`src/rtl/iptr_pkg.sv`:
```
package iptr_pkg;

    typedef enum logic [2:0] {
        AM_PLAIN   = 3'd0,
        AM_POSTINC = 3'd1,
        AM_POSTDEC = 3'd2,
        AM_PREINC  = 3'd3,
        AM_OFFSET  = 3'd4
    } amode_e;

    typedef enum logic [1:0] {
        UPD_NONE = 2'd0,
        UPD_INC  = 2'd1,
        UPD_DEC  = 2'd2
    } upd_e;

endpackage

```
`src/rtl/iptr_decode.sv`:
```
module iptr_decode
    import iptr_pkg::*;
(
    input  logic       acc_en_i,
    input  logic [2:0] acc_mode_i,
    input  logic       acc_we_i,
    output logic       valid_o,
    output upd_e       upd_o,
    output logic       use_pre_o,
    output logic       use_off_o,
    output logic       mem_rd_o,
    output logic       mem_wr_o
);

    always_comb begin
        valid_o   = 1'b0;
        upd_o     = UPD_NONE;
        use_pre_o = 1'b0;
        use_off_o = 1'b0;
        if (acc_en_i) begin
            case (acc_mode_i)
                AM_PLAIN:   valid_o = 1'b1;
                AM_POSTINC: begin valid_o = 1'b1; upd_o = UPD_INC; end
                AM_POSTDEC: begin valid_o = 1'b1; upd_o = UPD_DEC; end
                AM_PREINC:  begin valid_o = 1'b1; upd_o = UPD_INC; use_pre_o = 1'b1; end
                AM_OFFSET:  begin valid_o = 1'b1; use_off_o = 1'b1; end
                default:    valid_o = 1'b0;
            endcase
        end
        mem_rd_o = valid_o & ~acc_we_i;
        mem_wr_o = valid_o &  acc_we_i;
    end

endmodule

```
`src/rtl/iptr_slot.sv`:
```
module iptr_slot
    import iptr_pkg::*;
#(
    parameter int ADDR_W = 12,
    parameter int DATA_W = 8
) (
    input  logic              clk,
    input  logic              rst_n,
    input  upd_e              upd_i,
    input  logic              wr_en_i,
    input  logic              wr_hi_i,
    input  logic [DATA_W-1:0] wr_data_i,
    output logic [ADDR_W-1:0] ptr_o
);

    localparam int HI_W = ADDR_W - DATA_W;

    typedef struct packed {
        logic [HI_W-1:0]   hi;
        logic [DATA_W-1:0] lo;
    } slot_t;

    slot_t st_d, st_q;
    logic [ADDR_W-1:0] full_inc, full_dec;

    always_comb begin
        full_inc = ADDR_W'({st_q.hi, st_q.lo} + ADDR_W'(1));
        full_dec = ADDR_W'({st_q.hi, st_q.lo} - ADDR_W'(1));
        st_d = st_q;
        if (wr_en_i) begin
            if (wr_hi_i) st_d.hi = wr_data_i[HI_W-1:0];
            else         st_d.lo = wr_data_i;
        end else begin
            case (upd_i)
                UPD_INC: st_d = slot_t'(full_inc);
                UPD_DEC: st_d = slot_t'(full_dec);
                default: st_d = st_q;
            endcase
        end
    end

    // upper part clears on reset, lower byte holds its value
    always_ff @(posedge clk) begin
        if (!rst_n) st_q.hi <= '0;
        else        st_q    <= st_d;
    end

    assign ptr_o = {st_q.hi, st_q.lo};

    // reset clears the upper part
    p_reset_hi_r1: assert property (@(posedge clk) !rst_n |=> ptr_o[ADDR_W-1:DATA_W] == '0);

    // a step up adds one, wrapping across all bits
    p_step_up_r3: assert property (@(posedge clk) disable iff (!rst_n)
        (upd_i == UPD_INC && !wr_en_i) |=> ptr_o == ADDR_W'($past(ptr_o) + 1'b1));

    // a step down subtracts one, wrapping across all bits
    p_step_dn_r4: assert property (@(posedge clk) disable iff (!rst_n)
        (upd_i == UPD_DEC && !wr_en_i) |=> ptr_o == ADDR_W'($past(ptr_o) - 1'b1));

    // no step and no write leaves the pointer as it is
    p_idle_hold_r2: assert property (@(posedge clk) disable iff (!rst_n)
        (upd_i == UPD_NONE && !wr_en_i) |=> $stable(ptr_o));

    // a lower byte write lands in bits 7:0
    p_wr_lo_r8: assert property (@(posedge clk) disable iff (!rst_n)
        (wr_en_i && !wr_hi_i) |=> ptr_o[DATA_W-1:0] == $past(wr_data_i));

    // an upper write keeps the lower byte despite any step request
    p_wr_prio_r9: assert property (@(posedge clk) disable iff (!rst_n)
        (wr_en_i && wr_hi_i) |=> ptr_o[DATA_W-1:0] == $past(ptr_o[DATA_W-1:0]));

endmodule

```
`src/rtl/iptr_addr.sv`:
```
module iptr_addr #(
    parameter int ADDR_W  = 12,
    parameter int DATA_W  = 8,
    parameter int NUM_PTR = 2,
    parameter int PSEL_W  = 1
) (
    input  logic [NUM_PTR*ADDR_W-1:0] ptr_all_i,
    input  logic [PSEL_W-1:0]         sel_i,
    input  logic                      use_pre_i,
    input  logic                      use_off_i,
    input  logic [DATA_W-1:0]         wreg_i,
    output logic [ADDR_W-1:0]         addr_o
);

    logic [ADDR_W-1:0] base;

    always_comb begin
        base = '0;
        for (int i = 0; i < NUM_PTR; i++) begin
            if (int'(sel_i) == i) base = ptr_all_i[i*ADDR_W +: ADDR_W];
        end
        if (use_off_i)      addr_o = ADDR_W'(base + ADDR_W'(wreg_i));
        else if (use_pre_i) addr_o = ADDR_W'(base + ADDR_W'(1));
        else                addr_o = base;
    end

endmodule

```
`src/rtl/ind_ptr_unit.sv`:
```
module ind_ptr_unit
    import iptr_pkg::*;
#(
    parameter int ADDR_W  = 12,
    parameter int DATA_W  = 8,
    parameter int NUM_PTR = 2,
    localparam int PSEL_W = (NUM_PTR > 1) ? $clog2(NUM_PTR) : 1
) (
    input  logic                      clk,
    input  logic                      rst_n,
    input  logic                      acc_en,
    input  logic [PSEL_W-1:0]         acc_sel,
    input  logic [2:0]                acc_mode,
    input  logic                      acc_we,
    input  logic [DATA_W-1:0]         acc_wdata,
    input  logic                      dw_en,
    input  logic [PSEL_W-1:0]         dw_sel,
    input  logic                      dw_hi,
    input  logic [DATA_W-1:0]         dw_data,
    input  logic [DATA_W-1:0]         wreg,
    output logic [ADDR_W-1:0]         mem_addr,
    output logic                      mem_rd,
    output logic                      mem_wr,
    output logic [DATA_W-1:0]         mem_wdata,
    output logic [NUM_PTR*ADDR_W-1:0] ptr_vals
);

    logic valid, use_pre, use_off;
    upd_e upd;

    iptr_decode u_dec (
        .acc_en_i   (acc_en),
        .acc_mode_i (acc_mode),
        .acc_we_i   (acc_we),
        .valid_o    (valid),
        .upd_o      (upd),
        .use_pre_o  (use_pre),
        .use_off_o  (use_off),
        .mem_rd_o   (mem_rd),
        .mem_wr_o   (mem_wr)
    );

    for (genvar g = 0; g < NUM_PTR; g++) begin : g_slot
        upd_e slot_upd;
        logic slot_wr;
        assign slot_upd = (valid && int'(acc_sel) == g) ? upd : UPD_NONE;
        assign slot_wr  = dw_en && (int'(dw_sel) == g);
        iptr_slot #(.ADDR_W(ADDR_W), .DATA_W(DATA_W)) u_slot (
            .clk       (clk),
            .rst_n     (rst_n),
            .upd_i     (slot_upd),
            .wr_en_i   (slot_wr),
            .wr_hi_i   (dw_hi),
            .wr_data_i (dw_data),
            .ptr_o     (ptr_vals[g*ADDR_W +: ADDR_W])
        );
    end

    iptr_addr #(.ADDR_W(ADDR_W), .DATA_W(DATA_W), .NUM_PTR(NUM_PTR), .PSEL_W(PSEL_W)) u_addr (
        .ptr_all_i (ptr_vals),
        .sel_i     (acc_sel),
        .use_pre_i (use_pre),
        .use_off_i (use_off),
        .wreg_i    (wreg),
        .addr_o    (mem_addr)
    );

    assign mem_wdata = acc_wdata;

    logic [ADDR_W-1:0] cur_ptr;
    always_comb begin
        cur_ptr = '0;
        for (int i = 0; i < NUM_PTR; i++)
            if (int'(acc_sel) == i) cur_ptr = ptr_vals[i*ADDR_W +: ADDR_W];
    end

    // plain and post modes address with the current pointer
    p_cur_addr_r2: assert property (@(posedge clk) disable iff (!rst_n)
        (acc_en && acc_mode <= 3'd2) |-> mem_addr == cur_ptr);

    // pre-step mode addresses the value the pointer takes next
    p_pre_addr_r5: assert property (@(posedge clk) disable iff (!rst_n)
        (acc_en && acc_mode == 3'd3 && !dw_en) |=> $past(mem_addr) == cur_ptr);

    // offset mode adds the working register
    p_off_addr_r6: assert property (@(posedge clk) disable iff (!rst_n)
        (acc_en && acc_mode == 3'd4) |-> mem_addr == ADDR_W'(cur_ptr + ADDR_W'(wreg)));

    // unused mode codes raise no strobe
    p_bad_mode_r11: assert property (@(posedge clk) disable iff (!rst_n)
        (acc_mode > 3'd4 || !acc_en) |-> (!mem_rd && !mem_wr));

    // strobes never both active
    p_strobe_excl_r11: assert property (@(posedge clk) disable iff (!rst_n)
        !(mem_rd && mem_wr));

endmodule

```
`config.mk`:
```
export PLATFORM = sky130hd
export DESIGN_NAME = ind_ptr_unit
export DESIGN_NICKNAME = d
export VERILOG_FILES = /design/src/rtl/iptr_pkg.sv /design/src/rtl/iptr_decode.sv /design/src/rtl/iptr_slot.sv /design/src/rtl/iptr_addr.sv /design/src/rtl/ind_ptr_unit.sv
export SDC_FILE = /design/constraint.sdc
export NUM_CORES = 1
export LEC_CHECK = 0
export ABC_AREA = 1
export BUFFER_PORTS_ARGS = -buffer_cell sky130_fd_sc_hd__clkbuf_2
export CORE_MARGIN = 5
export CORE_UTILIZATION = 35
export DETAILED_ROUTE_END_ITERATION = 8
export PLACE_DENSITY = 0.58
export SLEW_MARGIN = 10
export SYNTH_ARGS = -nofsm -noshare
export SYNTH_HDL_FRONTEND = slang
export SYNTH_SLANG_ARGS = --single-unit
export TNS_END_PERCENT = 5
```
`constraint.sdc`:
```
create_clock -name clk -period 2.6 [get_ports clk]
set_input_delay 0.13 -clock clk [delete_from_list [all_inputs] [get_ports clk]]
set_output_delay 0.13 -clock clk [all_outputs]
set_load 0.02 [all_outputs]
```
==> out/metrics.yaml, run 1 <==
min_path:
  worstHoldStart: "dw_data[4]"
  min_path_cells: 3
  hold_end: "g_slot[1].u_slot.ptr_o[4]"
  hold_path.class: "input port to register"
global_routing:
  grt_pass1_wl_mm: 17.4
  grt_pass1_vias: 3578
  overflow: 0
  track_usage_pct: 18.2
  antenna_found_initial: 0
  grt_start_max_net_pins: 18
setup_path:
  start_kind: "register"
  critPathCaptureType: "output pin"
  worstPathArrival_ps: 2360
  required_ps: 2470
  worstPathCellList: "inv_2 > nand2_2 > o21ai_4 > inv_2 > ha_4 > inv_2 > fa_2 > inv_2 > nand3_2 > nand2_2 > nand4_1 > nand3_2 > nand2_1 > xor2_1 > clkbuf_4"
  reg2reg_from: "g_slot[0].u_slot.ptr_o[0]"
  worstPathMaxFanout: 4
  slowest_delay_ps: 370
  r2r_cells: 9
  path_common_cell: "inv_2"
  r2r-end: "g_slot[0].u_slot.ptr_o[6]"
  crit_buf_inv: 5
  cp_slowest_cell: "edfxtp_1"
  critPathTopFamily: "simple AND/OR/NAND/NOR gates"
  worstSetupPathType: "register to output pin"
  r2r_slack_ps: 490
synth:
  syn-num-nets: 614
  syn_area_per_cell_um2: 6.25
  ys_seq_area_share_pct: 18.7
  synth_largest_area_cell: "nand2_1"
  synth.area.top_cells: "nand2_1 15%, edfxtp_1 14%, ha_1 11%"
  synth-seq-cells: 24
  ys_warn_count: 0
  yosysUniqueCellTypes: 39
  syn_inst: 547
  synth_top_area_share_pct: 15.5
  syn-cell-area_mm2: 0.00342
power:
  finalPower_uw: 1380
  power.density_mw_per_mm2: 333
  peakVddDrop_mv: 0.277
  leakage_uw: 0.00212
cts:
  cts.sinks: 24
  cts_tree: "yes"
  htree_levels: 1
  insertion_delay_ps: 270
  cts_inserted_buffers: 3
  postCtsHoldBufs: 0
  path_clk_slew_ps: 90
  clock_path_buffers: 2
  cts-root-buf: "clkbuf_8"
layout:
  fin_util_pct: 42.9
  final_cell_mix: "137 x nand2_1, 70 x inv_1, 61 x clkbuf_2, 45 x nor2_1, 44 x a21oi_1"
  final_cells: 753
  largest_reg_flops: 24
  n_antenna_cell: 0
  n_fill_cell: 1045
  seq_area_um2: 641
  syn2layout_area_growth_pct: 20.8
  final_common_cell: "nand2_1"
  num-nets-final: 688
  drive_above_1_share_pct: 22.9
  multiInputGateArea_mm2: 0.00245
floorplan:
  ios: 81
  die_x_um: 109
  fp-row-count: 36
  die_h_um: 109
  start_util_pct: 35.5
  die_area_mm2: 0.0119
  core_mm2: 0.00964
routing:
  drtAntennaViolNets: 0
  drt_iter0_drc: 329
  drt_pre_antenna_iters: 5
  avgRoutedWirePerCell_um: 14.8
  num_vias: 3871
  routed_wl_mm: 11.1
  drc: 0
  viasPerCell: 5.14
sta:
  hold_slack_ps: 166
  setup_slack_ps: 112
  setup_viol: 0
  fin_crit_ps: 2490
  skew_ps: 3.01
  finalMaxSlewViolations: 0
  min_period_over_period_pct: 95.7
  max_slew_margin_pct: 65.1
  max_freq_mhz: 402
  hold_viol: 0
  tightest_slew_ps: 521
run:
  drv_cap: 0
placed_design:
  dp_worst_setup_slack_ps: 181
  placedCellCount: 738
  hpwlAfterDp_mm: 9.04
  io_buffers: 64
  place_congestion: 0.974
run_status:
  outcome: "completed"
==> metrics by stage <==
step,TNS (ps),instance area (um2)
global placement,0,3860
floorplan,0,3420
global route,-77.1,4130
detailed placement,0,3860
CTS,0,3950
finish,0,4130
==> Yosys cell counts <==
| cell | n |
|---|---|
| o211ai_1 | 1 |
| buf_4 | 9 |
| nor3_1 | 4 |
| o31ai_1 | 1 |
| nand2_2 | 13 |
| xnor2_1 | 4 |
| o21bai_1 | 6 |
| ha_1 | 29 |
| nand2_1 | 141 |
| inv_6 | 1 |
| buf_6 | 2 |
| a31oi_1 | 1 |
| nand4_1 | 14 |
| xor2_1 | 6 |
| dfxtp_1 | 8 |
| a211oi_1 | 2 |
| o21ai_0 | 36 |
| o21a_1 | 2 |
| inv_1 | 75 |
| fa_1 | 3 |
| nand3_1 | 44 |
| buf_2 | 2 |
| o21ai_2 | 1 |
| o22ai_1 | 5 |
| edfxtp_1 | 16 |
| o32ai_1 | 1 |
| a21oi_1 | 44 |
| buf_12 | 1 |
| or2_2 | 1 |
| nor2_2 | 3 |
| clkinv_1 | 1 |
| o21ai_1 | 7 |
| nand3b_1 | 1 |
| nor2_4 | 1 |
| clkbuf_1 | 3 |
| nand2_4 | 8 |
| a21o_1 | 1 |
| inv_2 | 4 |
| nor2_1 | 45 |
==> layer usage <==
metal  share of wire (%)  GRT usage, %
met1                  45          24.2
met2                  49          32.1
met3                 5.6          1.54
met4                0.64          3.61
met5                   0             0
==> tightest hold or removal path: cells and delay by family <==
family,cells,cell delay (ps)
compound gates,1,60
buf+inv,1,90
simple gates,1,50
==> final cells by class <==
class / instances / share of cell area [%]
sequential: 24 / 15.5
tap: 133 / 4.03
timing repair buffer: 86 / 12.0
clock buffer: 3 / 0.999
inverter: 81 / 7.48
multi-input combinational: 425 / 59.3
clock inverter: 1 / 0.726
==> how the worst max path moves through the flow <==
stage / from / end / slack, ps / cells past startpoint
6_report: g_slot[1].u_slot.ptr_o[0] / mem_addr[8] / 110 / 15
3_3_place_gp: acc_en / g_slot[0].u_slot.ptr_o[11] / 260 / 14
2_1_floorplan: g_slot[1].u_slot.ptr_o[0] / mem_addr[8] / 210 / 14
4_1_cts: g_slot[0].u_slot.ptr_o[0] / mem_addr[6] / 10 / 16
5_1_grt: g_slot[1].u_slot.ptr_o[0] / mem_addr[10] / -30 / 16
3_5_place_dp: acc_en / g_slot[1].u_slot.ptr_o[6] / 180 / 12
==> timing repair <==
item	CTS	global route
gates cloned	0	0
gates resized for setup	7	23
pin swaps	1	3
setup endpoints to repair	3	7
buffers inserted	1	10
==> logic make-up (layout without fill, tap and decap cells) <==
| logic type | count (synthesis) | after routing | share of synthesized area (%) |
|---|---|---|---|
| adders and majority gates | 32 | 32 | 12.4 |
| buffers and inverters | 98 | 171 | 12.9 |
| AOI/OAI and AO/OA | 108 | 108 | 17.2 |
| xor gates and xnor gates | 10 | 10 | 2.56 |
| DFF | 24 | 24 | 18.7 |
| and+or+nand+nor | 275 | 275 | 36.3 |
==> report_power, final <==
part	internal, uW	total [uW]	switching (uW)	leakage [uW]
clock	206	338	132	0.0000357
combinational	211	575	364	0.00187
sequential	435	463	28.2	0.000214
total	852	1380	524	0.00212
No activity file was read; power rests on OpenSTA's default activity.
==> inputs of run 2 (changes only) <==
PLACE_DENSITY = 0.62   (was 0.58)
==> out/metrics.yaml, run 2 (synthesis gave the netlist of run 1 again) <==
setup_path:
  worstSetupPathType: "register to output pin"
  critPathCaptureType: "output pin"
  worstPathArrival_ps: 2340
  r2r_slack_ps: 520
  required_ps: 2470
  r2r-end: "g_slot[0].u_slot.ptr_o[6]"
  r2r_cells: 9
  worstPathMaxFanout: 6
  start_kind: "register"
  reg2reg_from: "g_slot[0].u_slot.ptr_o[0]"
cts:
  cts_inserted_buffers: 3
  insertion_delay_ps: 270
  cts_tree: "yes"
  cts.sinks: 24
  postCtsHoldBufs: 0
  cts-root-buf: "clkbuf_8"
  path_clk_slew_ps: 90
  htree_levels: 1
  clock_path_buffers: 2
routing:
  drt_pre_antenna_iters: 5
  viasPerCell: 5.00
  avgRoutedWirePerCell_um: 14.0
  drtAntennaViolNets: 0
  routed_wl_mm: 10.4
  num_vias: 3726
  drt_iter0_drc: 228
  drc: 0
sta:
  tightest_slew_ps: 416
  fin_crit_ps: 2470
  hold_viol: 0
  hold_slack_ps: 171
  min_period_over_period_pct: 95.1
  rsz0062_at_grt: "yes"
  max_freq_mhz: 404
  setup_viol: 0
  max_slew_margin_pct: 72.1
  skew_ps: 3.85
  finalMaxSlewViolations: 0
  setup_slack_ps: 127
  fin_setup_tns_ps: 0
power:
  leakage_uw: 0.00209
  peakVddDrop_mv: 0.179
  p_sw_uw: 506
  seq_power_share_pct: 34.3
  switching_share_pct: 37.7
  intPower_uw: 838
  power.density_mw_per_mm2: 333
  clkPwrFrac_pct: 24.9
  comb_power_share_pct: 40.8
global_routing:
  antenna_found_initial: 0
  grt_start_max_net_pins: 17
  grt_pass1_vias: 3565
  grt_pass1_wl_mm: 16.6
  overflow: 0
  track_usage_pct: 17.3
layout:
  final_cells: 745
  num-nets-final: 680
  drive_above_1_share_pct: 20.8
  n_antenna_cell: 0
  n_fill_cell: 1053
  final_common_cell: "nand2_1"
  final_cell_mix: "139 x nand2_1, 71 x inv_1, 62 x clkbuf_2, 45 x nor2_1, 44 x a21oi_1"
  multiInputGateArea_mm2: 0.00241
  seq_area_um2: 641
  syn2layout_area_growth_pct: 18.0
  largest_reg_flops: 24
min_path:
  hold_end: "g_slot[1].u_slot.ptr_o[7]"
  worstHoldStart: "dw_data[7]"
  hold_path.class: "input port to register"
  min_path_cells: 3
floorplan:
  die_h_um: 109
  die_area_mm2: 0.0119
  start_util_pct: 35.5
  fp-row-count: 36
  die_x_um: 109
  ios: 81
  core_mm2: 0.00964
run:
  drv_cap: 0
run_status:
  outcome: "completed"
placed_design:
  dp_worst_setup_slack_ps: 288
  placedCellCount: 738
  hpwlAfterDp_mm: 8.65
  io_buffers: 64
  place_congestion: 0.952
## run 2: what timing repair did
action | in CTS | in global routing
cloned | 0 | 0
pin swaps | 0 | 3
gates resized for setup | 3 | 17
buffers inserted | 0 | 3
setup endpoints to repair | 2 | 8
## run 2: power groups by stage
| stage | sequential [uW] | combinational [uW] | clock (uW) |
|---|---|---|---|
| after CTS | 462 | 523 | 338 |
| after detailed placement | 470 | 519 | 0 |
| final | 460 | 548 | 335 |
| after global routing | 464 | 612 | 353 |
| after floorplan | 488 | 361 | 0 |
| after global placement | 470 | 510 | 0 |
## run 2: metal layers
layer,GRT usage (%),wire [um],vias up
met1,22.6,4630,1655
met4,4.24,168,0
met5,0,0,-
met3,1.24,658,16
li1,-,-,1925
met2,30.8,4950,130
## run 2: stage by stage
stage / util (%) / power [uW] / cell area, um2
4_1_cts: 40.9 / 1320 / 3940
3_3_place_gp: 40.0 / 980 / 3860
2_1_floorplan: - / 849 / 3420
6_report: 41.9 / 1340 / 4040
3_5_place_dp: 40.0 / 989 / 3860
5_1_grt: 41.9 / 1430 / 4040
## run 2: worst max-delay path, cell delays in order (launching register included)
cell and delay [ps]:
edfxtp_1 440, nand2_1 150, nand2_2 140, ha_4 330
nand2_1 70, inv_1 80, nand3_1 110, nand3b_1 220
nand2_1 100, nand2_1 70, nand2_1 70, nand2_1 50
nand2_1 50, inv_1 30, clkbuf_2 140
## run 2: final cells by class
type	instances	share of cell area (%)
Tap cell	133	4.12
Multi-Input combinational cell	425	59.8
Sequential cell	24	15.9
Clock buffer	3	1.02
Inverter	81	7.66
Clock inverter	1	0.744
Timing Repair Buffer	78	10.8
## run 2: worst max path at each step
| stage | slack (ps) | from | endpoint |
|---|---|---|---|
| 2_1_floorplan | 210 | g_slot[1].u_slot.ptr_o[0] | mem_addr[8] |
| 3_3_place_gp | 340 | g_slot[1].u_slot.ptr_o[0] | mem_addr[8] |
| 3_5_place_dp | 290 | g_slot[1].u_slot.ptr_o[0] | mem_addr[8] |
| 4_1_cts | 0.6 | g_slot[1].u_slot.ptr_o[0] | mem_addr[8] |
| 5_1_grt | -10 | g_slot[1].u_slot.ptr_o[0] | mem_addr[8] |
| 6_report | 130 | g_slot[1].u_slot.ptr_o[5] | mem_addr[9] |
